**src/rtl/fgp_pkg.sv**
```systemverilog
package fgp_pkg;
  typedef enum logic {SRC_PRE = 1'b0, SRC_PARK = 1'b1} src_sel_e;
  typedef enum logic {RATE_LONG = 1'b0, RATE_SHORT = 1'b1} rate_e;
endpackage

```
**src/rtl/fgp_ctrl.sv**
```systemverilog
module fgp_ctrl
  import fgp_pkg::*;
(
  input  logic     clk,
  input  logic     rst,
  input  logic     in_valid,
  input  logic     b_valid,
  input  logic     a_busy,
  input  logic     park_empty,
  input  logic     park_full,
  output logic     slow_en,
  output logic     b_take,
  output logic     b_to_a,
  output logic     push,
  output logic     pop,
  output logic     a_load,
  output src_sel_e a_sel,
  output logic     stall
);
  logic  phase;
  rate_e rate;
  logic  up_en, b_go;

  always_ff @(posedge clk) begin
    if (rst) phase <= 1'b0;
    else     phase <= ~phase;
  end

  assign slow_en = phase;
  assign rate    = a_busy ? RATE_SHORT : RATE_LONG;
  assign up_en   = (rate == RATE_SHORT) | slow_en;

  assign pop     = slow_en & ~a_busy & ~park_empty;
  assign b_to_a  = slow_en & ~a_busy & park_empty & b_valid;
  assign push    = up_en & b_valid & ~b_to_a & (~park_full | pop);
  assign b_go    = b_to_a | push;
  assign stall   = ~up_en | (b_valid & ~b_go);
  assign b_take  = in_valid & ~stall;
  assign a_load  = b_to_a | pop;
  assign a_sel   = pop ? SRC_PARK : SRC_PRE;
endmodule

```
**src/rtl/fgp_pre_stage.sv**
```systemverilog
module fgp_pre_stage #(
  parameter int W      = 16,
  parameter int B_BIAS = 1
) (
  input  logic         clk,
  input  logic         rst,
  input  logic         take,
  input  logic         leave,
  input  logic [W-1:0] din,
  output logic         busy,
  output logic [W-1:0] dout
);
  always_ff @(posedge clk) begin
    if (rst) begin
      busy <= 1'b0;
      dout <= '0;
    end else if (take) begin
      busy <= 1'b1;
      dout <= din + W'(B_BIAS);
    end else if (leave) begin
      busy <= 1'b0;
    end
  end

  a_r7_no_overwrite: assert property (@(posedge clk) disable iff (rst)
    (take && busy) |-> leave);
endmodule

```
**src/rtl/fgp_park_fifo.sv**
```systemverilog
module fgp_park_fifo #(
  parameter int W     = 16,
  parameter int DEPTH = 4
) (
  input  logic         clk,
  input  logic         rst,
  input  logic         push,
  input  logic [W-1:0] din,
  input  logic         pop,
  output logic [W-1:0] head,
  output logic         empty,
  output logic         full
);
  localparam int AW = (DEPTH > 1) ? $clog2(DEPTH) : 1;
  localparam int CW = $clog2(DEPTH + 1);
  localparam logic [AW-1:0] LAST = AW'(DEPTH - 1);

  logic [W-1:0]  mem [DEPTH];
  logic [AW-1:0] wptr, rptr, wnext, rnext;
  logic [CW-1:0] count;

  generate
    if ((1 << AW) == DEPTH) begin : g_pow2
      assign wnext = wptr + 1'b1;
      assign rnext = rptr + 1'b1;
    end else begin : g_wrap
      assign wnext = (wptr == LAST) ? '0 : wptr + 1'b1;
      assign rnext = (rptr == LAST) ? '0 : rptr + 1'b1;
    end
  endgenerate

  always_ff @(posedge clk) begin
    if (push) mem[wptr] <= din;
  end

  always_ff @(posedge clk) begin
    if (rst) begin
      wptr  <= '0;
      rptr  <= '0;
      count <= '0;
    end else begin
      if (push) wptr <= wnext;
      if (pop)  rptr <= rnext;
      if (push && !pop)      count <= count + 1'b1;
      else if (pop && !push) count <= count - 1'b1;
    end
  end

  assign head  = mem[rptr];
  assign empty = (count == '0);
  assign full  = (count == CW'(DEPTH));

  a_r7_no_overflow: assert property (@(posedge clk) disable iff (rst)
    (push && full) |-> pop);
  a_r7_no_underflow: assert property (@(posedge clk) disable iff (rst)
    pop |-> !empty);
endmodule

```
**src/rtl/fgp_main_stage.sv**
```systemverilog
module fgp_main_stage #(
  parameter int W      = 16,
  parameter int LAT    = 3,
  parameter int A_BIAS = 256
) (
  input  logic         clk,
  input  logic         rst,
  input  logic         slow_en,
  input  logic         load,
  input  logic [W-1:0] din,
  output logic         busy,
  output logic         out_valid,
  output logic [W-1:0] out_data
);
  localparam int CNW = $clog2(LAT + 1);

  logic [CNW-1:0] cnt;
  logic [W-1:0]   hold;

  always_ff @(posedge clk) begin
    if (rst) begin
      busy      <= 1'b0;
      cnt       <= '0;
      hold      <= '0;
      out_valid <= 1'b0;
      out_data  <= '0;
    end else begin
      out_valid <= 1'b0;
      if (slow_en) begin
        if (load) begin
          busy <= 1'b1;
          cnt  <= CNW'(LAT);
          hold <= din;
        end else if (busy) begin
          if (cnt == CNW'(1)) begin
            busy      <= 1'b0;
            out_valid <= 1'b1;
            out_data  <= hold + W'(A_BIAS);
          end else begin
            cnt <= cnt - 1'b1;
          end
        end
      end
    end
  end

  a_r3_load_when_free: assert property (@(posedge clk) disable iff (rst)
    load |-> !busy);
  a_r3_flag_falls_on_output: assert property (@(posedge clk) disable iff (rst)
    out_valid |-> (!busy && $past(busy)));
endmodule

```
**src/rtl/flag_gated_pipe.sv**
```systemverilog
module flag_gated_pipe
  import fgp_pkg::*;
#(
  parameter int W      = 16,
  parameter int DEPTH  = 4,
  parameter int LAT    = 3,
  parameter int B_BIAS = 1,
  parameter int A_BIAS = 256
) (
  input  logic         clk,
  input  logic         rst,
  input  logic         in_valid,
  input  logic [W-1:0] in_data,
  output logic         in_stall,
  output logic         out_valid,
  output logic [W-1:0] out_data,
  output logic         pre_flag,
  output logic         main_flag
);
  logic         slow_en, b_take, b_to_a, push, pop, a_load;
  logic         park_empty, park_full;
  src_sel_e     a_sel;
  logic [W-1:0] b_data, park_head, a_din;

  fgp_ctrl u_ctrl (
    .clk(clk), .rst(rst), .in_valid(in_valid), .b_valid(pre_flag),
    .a_busy(main_flag), .park_empty(park_empty), .park_full(park_full),
    .slow_en(slow_en), .b_take(b_take), .b_to_a(b_to_a), .push(push),
    .pop(pop), .a_load(a_load), .a_sel(a_sel), .stall(in_stall)
  );

  fgp_pre_stage #(.W(W), .B_BIAS(B_BIAS)) u_pre (
    .clk(clk), .rst(rst), .take(b_take), .leave(b_to_a | push),
    .din(in_data), .busy(pre_flag), .dout(b_data)
  );

  fgp_park_fifo #(.W(W), .DEPTH(DEPTH)) u_park (
    .clk(clk), .rst(rst), .push(push), .din(b_data), .pop(pop),
    .head(park_head), .empty(park_empty), .full(park_full)
  );

  assign a_din = (a_sel == SRC_PARK) ? park_head : b_data;

  fgp_main_stage #(.W(W), .LAT(LAT), .A_BIAS(A_BIAS)) u_main (
    .clk(clk), .rst(rst), .slow_en(slow_en), .load(a_load), .din(a_din),
    .busy(main_flag), .out_valid(out_valid), .out_data(out_data)
  );

  a_r4_direct_only_when_empty: assert property (@(posedge clk) disable iff (rst)
    b_to_a |-> park_empty);
  a_r5_parked_first: assert property (@(posedge clk) disable iff (rst)
    $onehot0({pop, b_to_a}));
  a_r6_idle_pace: assert property (@(posedge clk) disable iff (rst)
    (in_valid && !in_stall && !main_flag) |-> slow_en);
  a_r8_issue_on_strobe: assert property (@(posedge clk) disable iff (rst)
    pop |-> slow_en);
endmodule

```
**config.mk**
```make
export PLATFORM = sky130hd
export DESIGN_NAME = flag_gated_pipe
export DESIGN_NICKNAME = d
export VERILOG_FILES = /design/src/rtl/fgp_pkg.sv /design/src/rtl/fgp_ctrl.sv /design/src/rtl/fgp_pre_stage.sv /design/src/rtl/fgp_park_fifo.sv /design/src/rtl/fgp_main_stage.sv /design/src/rtl/flag_gated_pipe.sv
export SDC_FILE = /design/constraint.sdc
export NUM_CORES = 1
export LEC_CHECK = 0
export BUFFER_PORTS_ARGS = -buffer_cell sky130_fd_sc_hd__buf_2
export CORE_MARGIN = 2
export CORE_UTILIZATION = 55
export DETAILED_ROUTE_END_ITERATION = 7
export PLACE_DENSITY = 0.74
export SYNTH_ARGS = -nofsm -noshare
export SYNTH_HDL_FRONTEND = slang
export SYNTH_SLANG_ARGS = --single-unit
```
**constraint.sdc**
```tcl
create_clock -name clk -period 5.5 [get_ports clk]
set_input_delay 0.275 -clock clk [delete_from_list [all_inputs] [get_ports clk]]
set_output_delay 0.275 -clock clk [all_outputs]
set_load 0.02 [all_outputs]
```
### Yosys cells after proc, flatten, opt, wreduce, memory -nomap -nowiden

Memory sizes are Yosys's and may differ from the RTL's. A register that Yosys moved wholly into a read port is not among the register bits.
Index checks and enable logic that the tools add are counted.
Widths: inputs -> output; s select.

| storage, ports and cells | value |
|---|---|
| latch bits | 0 |
| output and inout bits | 20 |
| bits in registers | 61 |
| word-level logic and storage cells | 75 |
| bits in writable memories | 64 |
| memories | 1 |
| bits of input ports | 19 |
| bits in read-only memories | 0 |

| cells by class | value |
|---|---|
| bitwise logic cells | 23 |
| div/mod/pow operators | 0 |
| multiplexer cells | 18 |
| shift-type cells | 0 |
| eq/ne operators | 3 |
| $mul | 0 |
| reduce and logical (&&, ||, !) cells | 12 |
| $lt $le $gt $ge | 0 |
| $add $sub $neg | 7 |

Memories:

| name | depth | bits a word | read ports | clocked after memory_dff | wr ports | line | RTL |
|---|---|---|---|---|---|---|---|
| u_park.mem | 4 | 16 | 1 | 1 | 1 | fgp_park_fifo.sv:18 | `logic [W-1:0] mem [DEPTH];` |

Operators with widths:

| kind | count |
|---|---|
| $add 16x1->16 const B | 1 |
| $add 16x9->16 const B | 1 |
| $mux 16 | 1 |
| $mux 1 | 10 |
| $mux 2 | 5 |
| $and 1x1->1 | 9 |
| $not 1->1 | 9 |
| $mux 3 | 2 |
| $reduce_bool 2->1 | 3 |
| $or 1x1->1 | 5 |
| $add 2x1->2 const B | 2 |
| $reduce_and 4->1 | 1 |
| $reduce_or 4->1 | 1 |
| $add 3x1->3 const B | 1 |
| $eq 3x3->1 const B | 1 |
| $logic_not 3->1 | 1 |
| $reduce_and 3->1 | 1 |
| $sub 3x1->3 const B | 1 |
| $eq 2x1->1 const B | 1 |
| $logic_and 1x1->1 | 2 |
| $logic_not 1->1 | 2 |
| $ne 2x2->1 const B | 1 |
| $reduce_and 2->1 | 1 |
| $sub 2x1->2 const B | 1 |

### Logic depth before layout (Yosys ltp)

Gate-level depths: netlist of run 1.

| depth | value |
|---|---|
| depth in word-level cells | 14 |
| gate-level depth with buffers | 11 |
| depth with buffers taken out | 9 |

### By module

Synthesis of run 1 repeated with hierarchy kept, for this count alone.

| second synthesis, totals | value |
|---|---|
| cells, all modules | 441 |
| area, all modules | 5,502.8 µm² |

Modules (own cells, without submodules):

| module | instances | area an instance (µm²) | cells each | sequential area each (µm²) |
|---|---|---|---|---|
| fgp_park_fifo | 1 | 2,775.2 | 128 | 2,102.0 |
| fgp_main_stage | 1 | 1,422.6 | 170 | 720.7 |
| fgp_pre_stage | 1 | 944.7 | 110 | 340.3 |
| flag_gated_pipe | 1 | 255.2 | 19 | 0.0 |
| fgp_ctrl | 1 | 105.1 | 14 | 20.0 |

### Worst setup path before layout of run 1

Ideal clock, no wire load.

| timing | value |
|---|---|
| kind | reg-to-reg |
| start point | register u_park.count[0] |
| end point | register u_park.count[2] |
| slack | 3.197 ns |
| buffers on the path | 1 |
| library setup time | 0.070 ns |
| data required time | 5.430 ns |
| clock period less this slack | 2.303 ns |
| cell stages (with the launch flop) | 11 |
| data arrival time | 2.233 ns |
| path through | dfxtp_1 > or3_4 > and2_1 > buf_6 > clkinv_4 > ha_1 > inv_1 > fa_1 > xor2_1 > or3_1 > a21oi_1 |

| between the ends | value |
|---|---|
| word-level cells in the longest chain between the ends | 9 |
| elaborated cells between the ends (all ways) | 20 |
| those cells by class | 2 x add/sub; 1 x eq/ne; 2 x mux; 9 x bitwise; 6 x reduce/logical |

RTL lines:

| element | line | RTL |
|---|---|---|
| from (decl) | fgp_park_fifo.sv:20 | `logic [CW-1:0] count;` |
| from (signal assigned) | fgp_park_fifo.sv:44 | `if (push && !pop) count <= count + 1'b1;` |
| from (signal assigned) | fgp_park_fifo.sv:45 | `else if (pop && !push) count <= count - 1'b1;` |
| $logic_not 3->1 | fgp_park_fifo.sv:50 | `assign empty = (count == '0);` |
| $and 1x1->1 (2 in a row) | fgp_ctrl.sv:34 | `assign b_to_a = slow_en & ~a_busy & park_empty & b_valid;` |
| $not 1->1 | fgp_ctrl.sv:35 | `assign push = up_en & b_valid & ~b_to_a & (~park_full \| pop);` |
| $and 1x1->1 (2 in a row) | fgp_ctrl.sv:35 |  |
| $logic_not 1->1 | fgp_park_fifo.sv:45 |  |
| $logic_and 1x1->1 | fgp_park_fifo.sv:45 |  |
| $reduce_bool 2->1 (no source line) | n/a |  |

Parallel ways exist; a longest one is shown, timed or not. The select of a mux whose other input is x is not followed.
A chain may end at the register's enable or synchronous reset.

### Worst setup path after layout of run 1

| timing | value |
|---|---|
| start point | register u_main.busy |
| end point | register u_park.count[2] |

| between the ends | value |
|---|---|
| word-level cells in the longest chain between the ends | 10 |
| elaborated cells between the ends (all ways) | 18 |
| those cells by class | 2 x mux; 11 x bitwise; 5 x reduce/logical |

RTL lines:

| element | line | RTL |
|---|---|---|
| from (decl) | fgp_main_stage.sv:11 | `output logic busy,` |
| from (signal assigned) | fgp_main_stage.sv:22 | `busy <= 1'b0;` |
| from (signal assigned) | fgp_main_stage.sv:31 | `busy <= 1'b1;` |
| from (signal assigned) | fgp_main_stage.sv:36 | `busy <= 1'b0;` |
| $not 1->1 (no source line) | n/a |  |
| $and 1x1->1 | fgp_ctrl.sv:33, fgp_ctrl.sv:34 |  |
| $and 1x1->1 (2 in a row) | fgp_ctrl.sv:34 |  |
| $not 1->1 | fgp_ctrl.sv:35 |  |
| $and 1x1->1 (2 in a row) | fgp_ctrl.sv:35 |  |
| $logic_not 1->1 | fgp_park_fifo.sv:45 |  |
| $logic_and 1x1->1 | fgp_park_fifo.sv:45 |  |
| $reduce_bool 2->1 (no source line) | n/a |  |

Parallel ways exist; a longest one is shown, timed or not.

==> results of run 1 <==
==> cells by family (layout without fill, tap and decap cells) <==
logic type,count (synthesis),count (layout),share of synthesized area [%]
fa+ha+maj,9,9,2.315
compound gates,77,77,10.08
xor+xnor,24,24,4.051
flops,127,127,61.35
mux,19,19,7.524
buf+inv,32,77,3.473
simple gates,125,125,11.21
==> synth_stat cells, drive strengths merged <==
| master | count | share of area (%) |
|---|---|---|
| a22oi | 13 | 1.9 |
| and4 | 2 | 0.34 |
| a21oi | 29 | 2.9 |
| nand3 | 13 | 1.4 |
| ha | 8 | 1.9 |
| nand2 | 42 | 3.0 |
| nor4 | 2 | 0.24 |
| inv | 5 | 0.36 |
| nand4 | 8 | 0.96 |
| a211oi | 20 | 2.9 |
| a21o | 3 | 0.43 |
| buf | 17 | 2.2 |
| and2b | 1 | 0.14 |
| nor3 | 1 | 0.096 |
| a31o | 1 | 0.17 |
| dfxtp | 63 | 24 |
| and4bb | 1 | 0.24 |
| mux2i | 3 | 0.58 |
| mux4 | 16 | 6.9 |
| nor2 | 41 | 3.0 |
| and2 | 5 | 0.60 |
| clkbuf | 9 | 0.72 |
| or3 | 3 | 0.46 |
| xnor2 | 10 | 1.7 |
| a311oi | 5 | 0.96 |
| xor2 | 14 | 2.4 |
| o21ai | 6 | 0.80 |
| fa | 1 | 0.39 |
| and3 | 5 | 0.63 |
| nand3b | 1 | 0.14 |
| clkinv | 1 | 0.17 |
| edfxtp | 64 | 37 |
==> placed cells by master (no fill, tap or decap), types with 2 or more instances in the layout <==
cell / Yosys / routed
a211oi_1: 20 / 20
a21o_1: 3 / 3
a21oi_1: 27 / 27
a21oi_2: 2 / 2
a22oi_1: 13 / 13
a311oi_1: 4 / 4
and2_1: 5 / 5
and3_1: 4 / 4
and4_1: 2 / 2
buf_2: 8 / 38
bufinv_16: 0 / 6
clkbuf_16: 0 / 16
clkinv_2: 0 / 2
clkinv_4: 1 / 4
clkinvlp_4: 0 / 2
dfxtp_1: 63 / 63
edfxtp_1: 64 / 64
ha_1: 8 / 8
inv_1: 5 / 5
mux2i_1: 3 / 3
mux4_2: 16 / 16
nand2_1: 42 / 42
nand3_1: 12 / 12
nand4_1: 8 / 8
nor2_1: 41 / 41
nor4_1: 2 / 2
o21ai_0: 5 / 5
or3_1: 2 / 2
xnor2_1: 10 / 10
xor2_1: 14 / 14
==> flip-flops by register name (all words and copies together) (netlist names), named ones only <==
name,flops
u_ctrl.slow_en,1
u_main.out_valid,1
u_main.out_data,16
u_pre.busy,1
u_park.count,3
u_main.hold,16
u_main.cnt,2
u_park.rptr,2
u_main.busy,1
u_pre.dout,16
u_park.mem,64
u_park.wptr,2
==> per-stage QoR <==
step,utilization [%],area [um2],power [mW]
2_1_floorplan,-,5189,1.526
3_3_place_gp,58.42,5373,1.587
3_5_place_dp,58.42,5373,1.616
4_1_cts,65.65,6037,2.855
5_1_grt,65.65,6037,2.953
6_report,65.65,6037,2.837
==> path summary, 6_finish.rpt <==
check / from / endpoint / slack, ns / cells past startpoint
max: u_main.busy / u_park.count[2] / 2.72 / 9
min: in_data[14] / u_pre.dout[15] / 0.06 / 3
max reg2reg: u_main.busy / u_park.count[2] / 2.72 / 9
min reg2reg: u_main.out_data[0] / u_main.out_data[0] / 0.45 / 2
==> layout make-up <==
cell class	instances	area (um2)
Sequential cell	127	3183
Inverter	6	27.53
Clock buffer	17	414.1
Tap cell	111	138.9
Clock inverter	14	240.2
Multi-Input combinational cell	254	1826
Fill cell	666	3159
Timing Repair Buffer	40	207.7
==> power breakdown <==
| group | internal (mW) | leakage [nW] | switching (mW) |
|---|---|---|---|
| clock | 0.826 | 0.314 | 0.409 |
| combinational | 0.187 | 0.664 | 0.204 |
| sequential | 1.09 | 1.10 | 0.121 |
==> layer usage <==
| metal | vias to the layer above | GRT usage (%) | routed length (um) |
|---|---|---|---|
| met4 | 0 | 8.212 | 179 |
| met1 | 1567 | 28.28 | 4435 |
| met2 | 99 | 35.97 | 5095 |
| li1 | 1599 | - | - |
| met5 | - | 0 | 0 |
| met3 | 17 | 6.832 | 678 |
==> worst min-delay path: cells and delay by family <==
family,cells,cell delay (ns)
compound gates,1,0.08
buf+inv,1,0.12
simple gates,1,0.07
==> out/metrics.csv, run 1 <==
stage,metric,value,unit
sta,fin_setup_tns,0,ns
sta,fin_crit_sh,50.50,%
setup_path,crit_path_start_kind,flop,
setup_path,crit_chain,and2b_1 > and2_1 > clkinv_4 > ha_1 > inv_1 > fa_1 > xor2_1 > or3_1 > a21oi_1,
power,power.density,469.9,mW/mm2
clock_network,cts_tree,built,
clock_network,clock_latency,0.53,ns
worst_hold_path,hp-class,in2reg,
setup_path,critPathTopFamily,simple AND/OR/NAND/NOR gates,
finish,diodes,0,
clock_network,cts_setup_buffers,0,
logic_synthesis,ys_seq_area_share,61.35,%
floorplan,io_pins,39,
global_route,grt_pass1_vias,3240,
logic_synthesis,synth.yosys.warnings,0,
sta,slew_viol_final,0,
setup_path,arrival,3.22,ns
clock_network,cts-resized-gates,0,
placed_design,dp_slack,2.760,ns
detailed_routing,via_per_inst,5.768,
setup_path,cp_num_buf_inv,2,
clock_network,cts.path.max_buffers,2,
setup_path,critPathMaxFanout,15,
placed_design,placedCellCount,537,
finish,layout-drive-gt1-share,20.96,%
placed_design,gp_congestion,0.8607,
outcome,status,completed,
floorplan,fp.coreArea,0.009196,mm2
setup_path,path_class,reg2reg,
clock_network,htree_levels,4,
finish,layout.cells.non_filler,569,
detailed_routing,wl_per_cell,18.26,um
floorplan,rows,35,
detailed_routing,drt_iter0_markers,159,
sta,finalWorstSetupSlack,2.723,ns
logic_synthesis,syn_area_per_cell,12.56,um2
detailed_routing,dr_total_vias,3282,
floorplan,die_x,101.1,um
logic_synthesis,syn-num-nets,441,
sta,timing.slew.headroom,23.20,%
clock_network,cts_sinks,127,
detailed_routing,ant_nets,0,
sta,rsz0062_at_grt,no,
global_route,grt_start_max_net_pins,63,
global_route,grtUsageTotal,22.16,%
flow_run,max_cap_viol_count,0,
setup_path,required,5.95,ns
global_route,grt_pass1_wl,16.64,mm
logic_synthesis,syn_inst,413,
sta,worst_pin_slew,1.152,ns
setup_path,crit_path_end_kind,flop,
finish,finish.net_count,474,
logic_synthesis,ys_types,42,
clock_network,cts_made_buffers,17,
floorplan,die-area,0.01023,mm2
detailed_routing,drtPass1Iterations,4,
sta,setup_viol,0,
sta,fin_worst_skew,0.006956,ns
clock_network,cts-root-buf,clkbuf_8,
sta,timing.fmax,360.0,MHz
power,p_leak,2.078,nW
global_route,grt_overflow,0,
clock_network,cts_hold_buf,1,
logic_synthesis,ys_ff_latch,127,
floorplan,initial_core_util,56.42,%
sta,min_period,2.777,ns
detailed_routing,routed_wl,10.39,mm
power,ir_worst_vdd,0.1926,mV
setup_path,slowest_stage,dfxtp_1,
setup_path,slowest_delay,0.52,ns
finish,area_growth,16.35,%
sta,finalHoldViolCount,0,
sta,hold_ws,0.05795,ns
detailed_routing,drc,0,
floorplan,die_y,101.1,um
logic_synthesis,synth_area,0.005189,mm2
placed_design,portBuffers,38,
placed_design,hpwl,6.413,mm
clock_network,clkTransAtPathRegs,0.06,ns
global_route,antenna_found_initial,0,
(Power assumes the default switching activity.)
==> run 2: changes to the inputs <==
--- a/config.mk
+++ b/config.mk
@@ -7,9 +7,9 @@
 export LEC_CHECK = 0
 export BUFFER_PORTS_ARGS = -buffer_cell sky130_fd_sc_hd__buf_2
 export CORE_MARGIN = 2
-export CORE_UTILIZATION = 55
+export CORE_UTILIZATION = 54
 export DETAILED_ROUTE_END_ITERATION = 7
-export PLACE_DENSITY = 0.74
+export PLACE_DENSITY = 0.76
 export SYNTH_ARGS = -nofsm -noshare
 export SYNTH_HDL_FRONTEND = slang
 export SYNTH_SLANG_ARGS = --single-unit
==> constraint.sdc (replaced) <==
create_clock -name clk -period 2.5 [get_ports clk]
set_input_delay 0.125 -clock clk [delete_from_list [all_inputs] [get_ports clk]]
set_output_delay 0.125 -clock clk [all_outputs]
set_load 0.02 [all_outputs]
==> out/metrics.csv, run 2 (synthesized netlist as in run 1, its figures left out) <==
stage,metric,value,unit
detailed_routing,via_per_inst,5.526,
setup_path,critPathMaxFanout,7,
finish,top_register,u_park.mem,
floorplan,io_pins,39,
global_route,grt_pass1_wl,16.13,mm
global_route,antenna_found_initial,0,
worst_hold_path,hp-class,in2reg,
floorplan,die_x,102.0,um
clock_network,clock_latency,0.52,ns
finish,finish.net_count,500,
detailed_routing,ant_nets,0,
sta,rsz0062_at_grt,no,
detailed_routing,drc,0,
detailed_routing,wl_per_cell,16.32,um
power,ir_worst_vdd,0.4777,mV
power,power.density,953.2,mW/mm2
sta,timing.fmax,422.7,MHz
finish,diodes,0,
detailed_routing,drt_iter0_markers,207,
placed_design,portBuffers,38,
setup_path,arrival,2.82,ns
floorplan,die_y,102.0,um
sta,worst_pin_slew,0.7441,ns
clock_network,cts-root-buf,clkbuf_8,
finish,layout-drive-gt1-share,22.68,%
setup_path,path_class,reg2reg,
sta,min_period,2.366,ns
global_route,grt_start_max_net_pins,46,
floorplan,die-area,0.01041,mm2
finish,area_growth,19.92,%
sta,fin_worst_skew,0.006125,ns
clock_network,cts_tree,built,
placed_design,dp_slack,0.1584,ns
finish,post-route-util,67.02,%
flow_run,max_cap_viol_count,0,
clock_network,cts_sinks,127,
outcome,status,completed,
setup_path,crit_path_start_kind,flop,
sta,fin_setup_tns,0,ns
finish,final_common_cell,edfxtp_1,
finish,most-common-layout-cells,"edfxtp_1, dfxtp_1, nand2_1",
setup_path,required,2.95,ns
placed_design,gp_congestion,0.8608,
clock_network,cts_made_buffers,17,
detailed_routing,dr_total_vias,3393,
placed_design,placedCellCount,567,
global_route,grtUsageTotal,20.81,%
global_route,grt_overflow,0,
placed_design,placed_cell_area,0.005485,mm2
detailed_routing,drtPass1Iterations,5,
placed_design,hpwl,6.376,mm
sta,fin_crit_sh,94.63,%
clock_network,cts_setup_buffers,0,
sta,setup_viol,0,
floorplan,rows,35,
sta,finalWorstSetupSlack,0.1341,ns
detailed_routing,routed_wl,10.02,mm
finish,largest_register_ffs,64,
finish,stdcell_area,0.006222,mm2
floorplan,fp.coreArea,0.009284,mm2
clock_network,htree_levels,4,
clock_network,cts.path.max_buffers,2,
setup_path,crit_path_end_kind,flop,
sta,hold_ws,0.01786,ns
floorplan,initial_core_util,55.89,%
clock_network,clkTransAtPathRegs,0.06,ns
global_route,grt_pass1_vias,3353,
finish,layout.cells.non_filler,614,
sta,finalHoldViolCount,0,
sta,timing.slew.headroom,50.32,%
power,power,5.931,mW
power,p_leak,2.162,nW
sta,slew_viol_final,0,
[run 2: changes by cell type in the layout (fill, tap and decap cells not counted), sizes merged]
cell | before | now
dlygate4sd3 | 1 | 15
clkinv | 6 | 2
bufinv | 6 | 1
clkbuf | 17 | 18
buf | 39 | 51
clkinvlp | 2 | 4
inv | 6 | 13
[run 2: cell type report]
type	count	area, um2
multi-input cells	254	1831
clock buffers	18	439.2
fillers	677	3062
flip-flops and latches	127	3183
clock inverters	14	142.6
repair buffers	66	437.9
well taps	129	161.4
inverters	6	27.53
[run 2: timing repair]
action / in CTS / in global routing
gates resized for setup: 0 / 1
setup endpoints to repair: 0 / 1
endpoints found under the hold margin: 22 / 0
hold buffers: 15 / 0
[run 2: per-layer routing]
layer | wire length (um) | GRT usage [%] | up-vias
li1 | - | - | 1651
met1 | 4595 | 26.31 | 1615
met2 | 4819 | 34.92 | 105
met3 | 441 | 5.609 | 22
met4 | 165 | 7.179 | 0
met5 | 0 | 0 | -
[run 2: worst paths after layout]
| path | startpoint | end | slack (ns) | cells past startpoint |
|---|---|---|---|---|
| min | in_data[1] | u_pre.dout[1] | 0.02 | 4 |
| max | u_park.count[0] | u_park.count[2] | 0.13 | 9 |
| min reg2reg | u_main.out_data[2] | u_main.out_data[2] | 0.45 | 2 |
| max reg2reg | u_park.count[0] | u_park.count[2] | 0.13 | 9 |
[run 2: critical path, cell delays in order (launching register included)]
cell and delay (ns):
dfxtp_1 0.37, or3_4 0.44, and2_1 0.20, clkinv_4 0.08
ha_1 0.17, inv_1 0.07, fa_1 0.39, xor2_1 0.16
or3_1 0.30, a21oi_1 0.13
[run 2: report_power, final]
part / leakage, nW / switching (mW) / internal [mW]
Clock: 0.276 / 0.968 / 1.41
Combinational: 0.786 / 0.508 / 0.461
Sequential: 1.10 / 0.188 / 2.40
